**src/rtl/flash_cmd_pkg.sv**
```systemverilog
package flash_cmd_pkg;
    parameter int unsigned SLOTS   = 8;
    parameter int unsigned SLOT_W  = $clog2(SLOTS);
    parameter int unsigned CNT_W   = 4;
    parameter int unsigned IDX_W   = CNT_W + 1;

    localparam logic [3:0] OFS_OPCODE = 4'h0;
    localparam logic [3:0] OFS_COUNTS = 4'h1;
    localparam logic [3:0] OFS_CTRL   = 4'h2;
    localparam logic [3:0] OFS_DATA   = 4'hC;
    localparam logic [3:0] OFS_PTR    = 4'hD;

    typedef struct packed {
        logic [7:0]             opcode;
        logic [7:0]             counts;
        logic [SLOT_W-1:0]      ptr;
        logic [SLOTS-1:0][7:0]  store;
    } regs_state_t;
endpackage

```
**src/rtl/flash_cmd_regs.sv**
```systemverilog
module flash_cmd_regs
    import flash_cmd_pkg::*;
(
    input  logic              clk,
    input  logic              rst_n,
    input  logic              bus_wr,
    input  logic              bus_rd,
    input  logic [3:0]        bus_addr,
    input  logic [7:0]        bus_wdata,
    output logic [7:0]        bus_rdata,
    input  logic              busy,
    output logic              start,
    output logic [7:0]        opcode,
    output logic [CNT_W-1:0]  tx_cnt,
    output logic [CNT_W-1:0]  rx_cnt,
    input  logic [SLOT_W-1:0] eng_rd_idx,
    output logic [7:0]        eng_rd_data,
    input  logic              eng_we,
    input  logic [SLOT_W-1:0] eng_wr_idx,
    input  logic [7:0]        eng_wr_data
);
    regs_state_t st_d, st_q;

    always_comb begin
        st_d  = st_q;
        start = 1'b0;
        if (bus_wr) begin
            unique case (bus_addr)
                OFS_OPCODE: if (!busy) st_d.opcode = bus_wdata;
                OFS_COUNTS: if (!busy) st_d.counts = bus_wdata;
                OFS_CTRL: begin
                    if (bus_wdata[4]) st_d.ptr = '0;
                    if (bus_wdata[0] && !busy) start = 1'b1;
                end
                OFS_DATA: if (!busy) begin
                    st_d.store[st_q.ptr] = bus_wdata;
                    st_d.ptr             = st_q.ptr + 1'b1;
                end
                default: ;
            endcase
        end else if (bus_rd && bus_addr == OFS_DATA) begin
            st_d.ptr = st_q.ptr + 1'b1;
        end
        if (eng_we) st_d.store[eng_wr_idx] = eng_wr_data;
    end

    always_ff @(posedge clk or negedge rst_n) begin
        if (!rst_n) st_q <= '0;
        else        st_q <= st_d;
    end

    always_comb begin
        unique case (bus_addr)
            OFS_OPCODE: bus_rdata = st_q.opcode;
            OFS_COUNTS: bus_rdata = st_q.counts;
            OFS_CTRL:   bus_rdata = {7'b0, busy};
            OFS_DATA:   bus_rdata = st_q.store[st_q.ptr];
            OFS_PTR:    bus_rdata = 8'(st_q.ptr);
            default:    bus_rdata = 8'h00;
        endcase
    end

    assign opcode      = st_q.opcode;
    assign tx_cnt      = st_q.counts[CNT_W-1:0];
    assign rx_cnt      = st_q.counts[2*CNT_W-1:CNT_W];
    assign eng_rd_data = st_q.store[eng_rd_idx];
endmodule

```
**src/rtl/flash_cmd_shifter.sv**
```systemverilog
module flash_cmd_shifter
    import flash_cmd_pkg::*;
#(
    parameter int unsigned DIV_HALF = 2
) (
    input  logic              clk,
    input  logic              rst_n,
    input  logic              start,
    input  logic [7:0]        opcode,
    input  logic [CNT_W-1:0]  tx_cnt,
    input  logic [CNT_W-1:0]  rx_cnt,
    input  logic [7:0]        rd_data,
    output logic [SLOT_W-1:0] rd_idx,
    output logic              we,
    output logic [SLOT_W-1:0] wr_idx,
    output logic [7:0]        wr_data,
    input  logic              spi_miso,
    output logic              spi_sclk,
    output logic              spi_mosi,
    output logic              spi_cs_n,
    output logic              busy,
    output logic              rx_phase
);
    localparam int unsigned DW = (DIV_HALF > 1) ? $clog2(DIV_HALF) : 1;
    localparam logic [DW-1:0] DIV_LAST = DW'(DIV_HALF - 1);

    typedef struct packed {
        logic             busy;
        logic             sclk;
        logic             cs_n;
        logic [DW-1:0]    div;
        logic [2:0]       bitn;
        logic [IDX_W-1:0] byte_idx;
        logic [IDX_W-1:0] total;
        logic [CNT_W-1:0] txc;
        logic [7:0]       shreg;
        logic [7:0]       rxsr;
    } eng_state_t;

    eng_state_t e_d, e_q;
    logic [IDX_W-1:0] next_idx;

    assign next_idx = e_q.byte_idx + 1'b1;

    always_comb begin
        e_d = e_q;
        we  = 1'b0;
        if (!e_q.busy) begin
            if (start) begin
                e_d.busy     = 1'b1;
                e_d.cs_n     = 1'b0;
                e_d.sclk     = 1'b0;
                e_d.div      = '0;
                e_d.bitn     = '0;
                e_d.byte_idx = '0;
                e_d.total    = IDX_W'(1) + IDX_W'(tx_cnt) + IDX_W'(rx_cnt);
                e_d.txc      = tx_cnt;
                e_d.shreg    = opcode;
            end
        end else if (e_q.div == DIV_LAST) begin
            e_d.div  = '0;
            e_d.sclk = ~e_q.sclk;
            if (!e_q.sclk) begin
                e_d.rxsr = {e_q.rxsr[6:0], spi_miso};
            end else begin
                e_d.shreg = {e_q.shreg[6:0], 1'b0};
                e_d.bitn  = e_q.bitn + 1'b1;
                if (e_q.bitn == 3'd7) begin
                    if (e_q.byte_idx > IDX_W'(e_q.txc)) we = 1'b1;
                    e_d.byte_idx = next_idx;
                    if (next_idx == e_q.total) begin
                        e_d.busy = 1'b0;
                        e_d.cs_n = 1'b1;
                    end else if (next_idx <= IDX_W'(e_q.txc)) begin
                        e_d.shreg = rd_data;
                    end else begin
                        e_d.shreg = 8'h00;
                    end
                end
            end
        end else begin
            e_d.div = e_q.div + 1'b1;
        end
    end

    always_ff @(posedge clk or negedge rst_n) begin
        if (!rst_n) begin
            e_q      <= '0;
            e_q.cs_n <= 1'b1;
        end else begin
            e_q <= e_d;
        end
    end

    assign rd_idx   = e_q.byte_idx[SLOT_W-1:0];
    assign wr_idx   = e_q.byte_idx[SLOT_W-1:0] - 1'b1;
    assign wr_data  = e_q.rxsr;
    assign spi_sclk = e_q.sclk;
    assign spi_cs_n = e_q.cs_n;
    assign spi_mosi = e_q.busy & e_q.shreg[7];
    assign busy     = e_q.busy;
    assign rx_phase = e_q.busy && (e_q.byte_idx > IDX_W'(e_q.txc));
endmodule

```
**src/rtl/flash_cmd_engine.sv**
```systemverilog
module flash_cmd_engine
    import flash_cmd_pkg::*;
#(
    parameter int unsigned DIV_HALF = 2
) (
    input  logic       clk,
    input  logic       rst_n,
    input  logic       bus_wr,
    input  logic       bus_rd,
    input  logic [3:0] bus_addr,
    input  logic [7:0] bus_wdata,
    output logic [7:0] bus_rdata,
    output logic       spi_sclk,
    output logic       spi_mosi,
    output logic       spi_cs_n,
    input  logic       spi_miso
);
    logic              busy, start, rx_phase, eng_we;
    logic [7:0]        opcode, eng_rd_data, eng_wr_data;
    logic [CNT_W-1:0]  tx_cnt, rx_cnt;
    logic [SLOT_W-1:0] eng_rd_idx, eng_wr_idx;

    flash_cmd_regs u_regs (
        .clk(clk), .rst_n(rst_n),
        .bus_wr(bus_wr), .bus_rd(bus_rd), .bus_addr(bus_addr),
        .bus_wdata(bus_wdata), .bus_rdata(bus_rdata),
        .busy(busy), .start(start), .opcode(opcode),
        .tx_cnt(tx_cnt), .rx_cnt(rx_cnt),
        .eng_rd_idx(eng_rd_idx), .eng_rd_data(eng_rd_data),
        .eng_we(eng_we), .eng_wr_idx(eng_wr_idx), .eng_wr_data(eng_wr_data)
    );

    flash_cmd_shifter #(.DIV_HALF(DIV_HALF)) u_shift (
        .clk(clk), .rst_n(rst_n), .start(start), .opcode(opcode),
        .tx_cnt(tx_cnt), .rx_cnt(rx_cnt),
        .rd_data(eng_rd_data), .rd_idx(eng_rd_idx),
        .we(eng_we), .wr_idx(eng_wr_idx), .wr_data(eng_wr_data),
        .spi_miso(spi_miso), .spi_sclk(spi_sclk), .spi_mosi(spi_mosi),
        .spi_cs_n(spi_cs_n), .busy(busy), .rx_phase(rx_phase)
    );
endmodule

```
**config.mk**
```make
export PLATFORM = sky130hd
export DESIGN_NAME = flash_cmd_engine
export DESIGN_NICKNAME = d
export VERILOG_FILES = /design/src/rtl/flash_cmd_pkg.sv /design/src/rtl/flash_cmd_regs.sv /design/src/rtl/flash_cmd_shifter.sv /design/src/rtl/flash_cmd_engine.sv
export SDC_FILE = /design/constraint.sdc
export NUM_CORES = 1
export LEC_CHECK = 0
export BUFFER_PORTS_ARGS = -buffer_cell sky130_fd_sc_hd__buf_2
export CAP_MARGIN = 15
export CORE_MARGIN = 2
export CORE_UTILIZATION = 35
export CTS_CLUSTER_SIZE = 14
export DETAILED_ROUTE_END_ITERATION = 8
export GPL_ROUTABILITY_DRIVEN = 0
export SLEW_MARGIN = 10
export SYNTH_ARGS = -nofsm -noshare
export SYNTH_HDL_FRONTEND = slang
export SYNTH_SLANG_ARGS = --single-unit
```
**constraint.sdc**
```tcl
create_clock -name clk -period 3.2 [get_ports clk]
set_clock_uncertainty 0.15 [all_clocks]
set_input_delay 0.64 -clock clk [delete_from_list [all_inputs] [get_ports clk]]
set_output_delay 0.64 -clock clk [all_outputs]
set_load 0.05 [all_outputs]
```
Word-level counts from Yosys, hierarchy flattened
Cells that the tools add are included.
- logic and storage cells: 115
- flip-flop bits (word level): 120
- bits of input ports: 17
- output and inout port bits: 11
- $add $sub $neg: 7
- equal/unequal tests: 13
- bitwise logic cells: 3
- order comparisons: 7
- mux-type cells: 47
- reduce and logical (&&, ||, !) cells: 17
- operators by type and width (operator ; number):
    $mux W64 ; 3
    $bwmux W64 ; 2
    $mux W8 ; 12
    $mux W67 ; 1
    $bmux W8 S3 ; 2
    $demux W8 S3 ; 2
    $pmux W8 S5 ; 1
    $mux W29 ; 1
    $mux W16 ; 1
    $mux W1 ; 15
    $lt A3 B4 Y1 const B ; 3
    $mux W12 ; 1
    $mux W3 ; 4
    $reduce_and A3 Y1 ; 4
    $eq A4 B4 Y1 const B ; 2
    $ne A2 B2 Y1 const B ; 4
    $reduce_and A4 Y1 ; 2
    $add A3 B1 Y3 const B ; 2
    $ge A3 B1 Y1 const B ; 2
    $ne A3 B3 Y1 const B ; 2
    $pmux W3 S2 ; 1
    $add A1 B4 Y5 const A ; 1
    $add A5 B1 Y5 const B ; 1
    $add A5 B4 Y5 ; 1
    18 further kinds ; 24

Longest topological paths before layout
Gate-level depths: netlist (run 1).
- depth in word-level cells: 10
- mapped depth: 11
- gate-level depth less buffers: 8

Hierarchy
Synthesis (run 1) repeated with hierarchy kept, for this count alone.
- cell total of the unflattened synthesis: 746
- area, all modules: 7494.7 um^2
- by module, submodules not included (module ; seq. area each (um^2) ; instances ; area an instance (um^2) ; cells an instance):
    flash_cmd_regs ; 2077.0 ; 1 ; 5213.8 ; 514
    flash_cmd_shifter ; 927.1 ; 1 ; 2280.9 ; 232

Least setup slack after synthesis (run 1)
OpenSTA, ideal clock, no wires.
- kind: register -> output
- start point: register u_regs.st_q[66] in the netlist's numbering
- end point: output port bus_rdata[0]
- data required time: 2410 ps
- arrival time: 2196 ps
- buffers on the path: 3
- setup slack: 214 ps
- cell stages (with the launch flop): 8
- path through: dfrtp_1 buf_2 buf_2 buf_2 nand3_1 a21oi_1 a211oi_1 o221ai_1
- cells in the longest elaborated chain, start to end: 3
- RTL lines (item ; line ; source):
    from (decl) ; flash_cmd_regs.sv:22 ; regs_state_t st_d, st_q;
    from (signal assigned) ; flash_cmd_regs.sv:49 ; else st_q <= st_d;
    $bmux W8 S3 ; flash_cmd_regs.sv:57 ; OFS_DATA: bus_rdata = st_q.store[st_q.ptr];
    $mux W8 (not written as such) ; flash_cmd_regs.sv:57 ;
    $pmux W8 S5 ; flash_cmd_regs.sv:53 ; unique case (bus_addr)
    to (decl) ; flash_cmd_engine.sv:12 ; output logic [7:0] bus_rdata,
Every way passes these cells. The select of a mux whose other input is x is not followed.

Worst setup path in the final report (run 1)
- start point: register u_regs.st_q[66] in the netlist's numbering
- end point: output port bus_rdata[1]
The elaborated chain is that of the path after synthesis.

==> impl_metrics.tcl, run 1 <==
set metrics [dict create \
    finish.instance_area_sq_mm 0.00853 \
    tns_ps 0 \
    dpl.hpwl_um 14500 \
    setup_violations 0 \
    core.rowCount 53 \
    holdCritPathClass "in -> async" \
    wl_um 20300 \
    synth-seq-cells 120 \
    grt_overflow_total 0 \
    hold_slack_ps 58.0 \
    dp_worst_setup_slack_ps 178 \
    instances_no_fill 924 \
    yosys_warnings 0 \
    syn_to_final_growth_pct 15.7 \
    cts_hold_buffers 0 \
    synth_edf_count 0 \
    htreeDepth 4 \
    cellPowerDensity_mw_per_mm2 800 \
    ir_drop_mv 0.381 \
    cts_tree "yes" \
    seq_power_share_pct 35.8 \
    startpoint "u_regs.st_q[66]" \
    avgViaCountPerCell 5.73 \
    die_y_um 149 \
    clockBufferDepth 2 \
    r2r-start "u_shift.rd_idx[2]" \
    grt_antenna_before_repair 2 \
    combPwrFrac_pct 32.9 \
    final_util_pct 41.0 \
    sw_frac_of_total_pct 34.8 \
    startpoint_type "flip-flop" \
    root_buffer "clkbuf_16" \
    maxSlewViolCount 0 \
    layout_setup_ws_ps 105 \
    r2r_cells 6 \
    finalCriticalPeriod_ps 3090 \
    cp_max_fo 4 \
    cp.required_ps 2410 \
    end_kind "output port" \
    die_w_um 149 \
    internal_power_mw 4.45 \
    dr.pass1.iters 7 \
    synth_flop_cell "dfrtp_1" \
    arrival_ps 2300 \
    port_buffers 27 \
    synth_area_sq_mm 0.00737 \
    cts_buffers 17 \
    grt_max_degree 51 \
    crit_end "bus_rdata[1]" \
    vias 5291 \
    antenna-diode-count 0 \
    syn_nets 639 \
    grt_usage_pct 19.2 \
    p_leak_nw 3.88 \
    syn_area_per_cell_sq_um 12.2 \
    ys_seq_area_share_pct 40.8 \
    place_area_sq_mm 0.00787 \
    slowest_delay_ps 470 \
    cts_num_sinks 120 \
    synthArstFlopShare_pct 100 \
    path_cells "mux2_2, a22oi_1, nor2_1, a211oi_1, o22ai_1, buf_2" \
    clock_latency_ps 420 \
    tightestPinTransition_ps 662 \
    initial_core_util_pct 35.4 \
    ys_types 51 \
    die-area_sq_mm 0.0222 \
    status "finished, final reports clean" \
    crit_type "reg -> out" \
    drv_cap 0 \
    fin_crit_sh_pct 96.7 \
    max_freq_ghz 0.323 \
    final_layout_size_suffix_gt1_share_pct 40.7 \
    drt_iter0_markers 421 \
    nFillCells 1948 \
    grt_pass1_vias 5718 \
    rsz0062_at_grt "no" \
    path_clk_slew_ps 60 \
    power.share.clock_pct 31.3 \
    post_cts_buffers 0 \
    synthCells 604 \
    io_pins 28 \
    cp_slowest_cell "dfrtp_1" \
    wl_per_cell_um 22.0 \
    p_switching_mw 2.37 \
    dp.cells 892 \
    finalHoldViolCount 0 \
    coreArea_sq_mm 0.0208 \
    fin_nets 671 \
    total_power_mw 6.82 \
    r2r-end "u_regs.st_q[53]" \
    ff2ff_setup_slack_ps 450 \
    drtAntennaViolNets 0 \
    drcViolationCount 0 \
    grt_pass1_wl_um 32600 \
    slew-limit-headroom_pct 55.8 \
]
worst min path at each step:
stage	start	to
final	rst_n	u_shift.e_q[21]
after floorplan	rst_n	u_regs.opcode[0]
after global routing	rst_n	u_shift.e_q[21]
after global placement	u_shift.e_q[30]	u_shift.e_q[30]
after CTS	rst_n	u_shift.e_q[22]
after detailed placement	u_shift.e_q[30]	u_shift.e_q[30]
cell type report:
class | count | area [sq um] | area share, %
clock buffers | 21 | 460 | 5.40
repair buffers | 52 | 338 | 3.96
flip-flops and latches | 120 | 3010 | 35.2
inverters | 11 | 41.3 | 0.484
multi-input cells | 434 | 4150 | 48.6
clock inverters | 11 | 195 | 2.29
well taps | 275 | 344 | 4.03
flip-flops by register name (all words and copies together) (netlist names), 3 cells and up:
name,flops
u_regs.opcode,8
u_shift.e_q,23
u_shift.wr_data,8
u_shift.rd_idx,3
u_regs.tx_cnt,4
u_regs.rx_cnt,4
u_regs.st_q,67
routing by layer:
metal / vias up / track usage, % / wire length (um)
li1: 2341 / - / -
met4: 4 / 9.57 / 753
met1: 2731 / 24.9 / 8820
met2: 163 / 30.6 / 9690
met3: 52 / 4.28 / 1060
met5: - / 0 / 22
worst max-delay path: cells and delay by family, from the launching register on:
family	cells	cell delay [ps]
AOI/OAI and AO/OA	3	750
buffers and inverters	1	230
DFF	1	470
muxes	1	380
and+or+nand+nor	1	60
power by group through the flow:
| stage | registers, mW | logic [mW] | clock network (mW) |
|---|---|---|---|
| 2_1_floorplan | 2.18 | 1.77 | 0 |
| 3_3_place_gp | 2.41 | 2.15 | 0 |
| 3_5_place_dp | 2.45 | 2.22 | 0 |
| 4_1_cts | 2.43 | 2.23 | 2.17 |
| 5_1_grt | 2.50 | 2.45 | 2.23 |
| 6_report | 2.44 | 2.24 | 2.14 |
logic make-up (layout without fill, tap and decap cells):
logic type,after synthesis,in the layout,share of synthesized area [%]
xor+xnor,13,13,1.73
fa+ha+maj,18,18,3.16
buf+inv,50,95,3.07
mux,204,204,34.9
flops,120,120,40.8
compound gates,76,76,6.67
simple gates,123,123,9.69
layout by cell type, fill, tap and decap left out, types with 3 or more instances in the layout:
master	instances
a21oi_1	17
nand2b_1	4
a32o_1	7
mux2_2	137
inv_1	9
o22ai_1	8
clkbuf_16	17
nand3_1	29
ha_1	17
bufinv_16	5
nand2_1	35
nor2_4	6
xnor2_1	6
a22oi_1	4
buf_4	25
nor2_1	12
mux2i_1	22
and2_1	3
a211oi_1	3
mux4_2	27
and3_1	4
or4_1	7
o21ai_0	21
xor2_1	6
mux2_1	18
nor2b_1	3
a21o_1	5
or3_1	4
clkinvlp_4	3
dfrtp_1	118
a22o_1	6
buf_2	26
cells in the mapped netlist, types with 3 or more instances:
| master | n | share of area [%] |
|---|---|---|
| or4_1 | 7 | 0.71 |
| a22oi_1 | 4 | 0.41 |
| a32o_1 | 7 | 0.95 |
| or3_1 | 4 | 0.34 |
| mux2i_1 | 22 | 3.0 |
| buf_2 | 10 | 0.68 |
| nor2_1 | 12 | 0.61 |
| mux2_1 | 18 | 2.7 |
| ha_1 | 17 | 2.9 |
| a22o_1 | 6 | 0.71 |
| dfrtp_1 | 119 | 40 |
| mux2_2 | 137 | 21 |
| a21o_1 | 5 | 0.51 |
| a21oi_1 | 17 | 1.2 |
| buf_4 | 5 | 0.51 |
| nor2_4 | 6 | 0.92 |
| xor2_1 | 6 | 0.71 |
| inv_1 | 9 | 0.46 |
| nor2b_1 | 3 | 0.25 |
| clkbuf_1 | 12 | 0.61 |
| and3_1 | 4 | 0.34 |
| nand3_1 | 29 | 2.0 |
| and2_1 | 3 | 0.25 |
| o21ai_0 | 21 | 1.4 |
| o22ai_1 | 8 | 0.68 |
| a211oi_1 | 4 | 0.41 |
| nand2b_1 | 4 | 0.34 |
| mux4_2 | 27 | 8.2 |
| nand2_1 | 35 | 1.8 |
| xnor2_1 | 6 | 0.71 |
| buf_1 | 11 | 0.56 |
repair_timing:
item,in CTS,in global routing
gates resized for setup,1,1
pin swaps,0,0
endpoints found under the setup margin,1,1
No activity file was read; power rests on OpenSTA's default activity.
==> run 2: changes to the inputs <==
--- a/config.mk
+++ b/config.mk
@@ -7,6 +7,7 @@
 export LEC_CHECK = 0
 export BUFFER_PORTS_ARGS = -buffer_cell sky130_fd_sc_hd__buf_2
 export CAP_MARGIN = 15
+export CORE_ASPECT_RATIO = 1.4
 export CORE_MARGIN = 2
 export CORE_UTILIZATION = 35
 export CTS_CLUSTER_SIZE = 14
==> run 2 against run 1 <==
  * Core utilization rose by 0.33 points
  * Setup slack improved by 13 ps
  * Cell area fell by 0.48%
  * Sequential share of layout area rose by 0.17 points
  * Highest routed layer is now met4
  * Routed wire length rose by 0.12%
==> impl_metrics.tcl, run 2 (synthesis results as in run 1) <==
set metrics [dict create \
    hold_slack_ps 102 \
    dpl.hpwl_um 14900 \
    wl_per_cell_um 22.5 \
    final_common_cell "mux2_2" \
    coreArea_sq_mm 0.0206 \
    die_y_um 176 \
    io_pins 28 \
    startpoint "u_regs.st_q[64]" \
    clock_latency_ps 420 \
    place_area_sq_mm 0.00785 \
    path_clk_slew_ps 60 \
    slew-limit-headroom_pct 48.4 \
    r2r-start "u_shift.rd_idx[0]" \
    drcViolationCount 0 \
    fin_crit_sh_pct 96.3 \
    core.rowCount 62 \
    holdCritPathClass "in -> async" \
    cp.required_ps 2410 \
    nFillCells 1883 \
    final_layout_size_suffix_gt1_share_pct 40.5 \
    finalCriticalPeriod_ps 3080 \
    root_buffer "clkbuf_16" \
    grt_antenna_before_repair 0 \
    die_w_um 127 \
    arrival_ps 2290 \
    die-area_sq_mm 0.0223 \
    clockBufferDepth 2 \
    dp.cells 874 \
    crit_type "reg -> out" \
    port_buffers 27 \
    grt_max_degree 49 \
    largest_reg_flops 67 \
    cts_buffers 17 \
    max_freq_ghz 0.324 \
    post_cts_buffers 0 \
    grt_overflow_total 0 \
    regMostFlops "u_regs.st_q" \
    cts_tree "yes" \
    finish.instance_area_sq_mm 0.00849 \
    crit_buf_inv 2 \
    grt_pass1_vias 5555 \
    register_area_sq_mm 0.00301 \
    layout_setup_ws_ps 118 \
    setup_violations 0 \
    crit_family "multiplexers" \
    antenna-diode-count 0 \
    cts_num_sinks 120 \
    cts_hold_buffers 0 \
    cellPowerDensity_mw_per_mm2 787 \
    drv_cap 0 \
    drt_iter0_markers 382 \
    p_leak_nw 3.88 \
    drtAntennaViolNets 0 \
    largestRegisters "u_regs.st_q: 67 flops, u_shift.e_q: 23 flops" \
    end_kind "output port" \
    path_cells "buf_4, mux4_2, mux2i_1, o22ai_1, buf_2" \
    avgViaCountPerCell 5.80 \
    final_util_pct 41.3 \
    htreeDepth 4 \
    tightestPinTransition_ps 763 \
    ir_drop_mv 0.282 \
    cp_slowest_cell "dfrtp_1" \
    syn_to_final_growth_pct 15.2 \
    grt_usage_pct 18.7 \
    startpoint_type "flip-flop" \
    initial_core_util_pct 35.9 \
    wl_um 20400 \
    vias 5255 \
    tns_ps 0 \
    slowest_delay_ps 600 \
    rsz0062_at_grt "no" \
    fin_nets 672 \
    layout_common_cells "mux2_2, dfrtp_1, nand2_1, nand3_1, mux4_2" \
    dp_worst_setup_slack_ps 233 \
    cts_resized 0 \
    total_power_mw 6.68 \
    instances_no_fill 906 \
    maxSlewViolCount 0 \
    status "finished, final reports clean" \
    multiInputGateArea_sq_mm 0.00414 \
    cp_max_fo 12 \
    grt_pass1_wl_um 31700 \
    dr.pass1.iters 5 \
    finalHoldViolCount 0 \
]
==> run 2: changes by cell type in the layout (fill, tap and decap cells not counted) <==
| cell | change |
|---|---|
| a211oi_1 | +1 |
| clkinvlp_4 | -3 |
| buf_4 | +1 |
| clkbuf_8 | +2 |
| bufinv_16 | -1 |
| clkinv_2 | +2 |
| clkinv_4 | -1 |
| a211oi_2 | -1 |
| clkbuf_1 | +1 |
==> run 2: worst register-to-register path, cell delays in order (launching register included) <==
cell and delay [ps]:
dfrtp_1 470, inv_2 60, buf_4 200, ha_1 220, nor2b_1 110, o211ai_1 120
a211oi_1 480, nand3_1 560, mux2_2 470
==> run 2: worst paths after layout <==
path / endpoint / slack, ps / depth (start not counted)
worst max-delay path: bus_rdata[2] / 120 / 5
worst min-delay path: u_regs.opcode[5] / 100 / 1
worst max register to register: u_regs.st_q[16] / 250 / 8
worst min register to register: u_shift.e_q[21] / 360 / 2
max in group asynchronous: u_regs.st_q[9] / 1940 / 2
min in group clk: u_shift.wr_data[0] / 340 / 2
==> run 2: final cells by class <==
class | count | share of cell area, %
well taps | 256 | 3.77
flip-flops and latches | 120 | 35.4
clock buffers | 24 | 5.79
repair buffers | 53 | 4.07
clock inverters | 8 | 1.70
multi-input cells | 434 | 48.8
inverters | 11 | 0.486
==> run 2: per-layer routing <==
metal | global-route usage (%) | vias to the layer above | part of all wire (%) | wire, um
li1 | - | 2336 | - | -
met1 | 20.3 | 2693 | 38 | 7720
met2 | 34.1 | 170 | 54 | 10900
met3 | 2.86 | 56 | 3.6 | 737
met4 | 10.6 | 0 | 4.8 | 970
met5 | 0 | - | 0 | 0
==> run 2: power breakdown <==
part           leakage [nW]  internal, mW  switching [mW]
Combinational          2.00          1.07            1.09
Clock                 0.314          1.38           0.684
Sequential             1.57          1.92           0.527
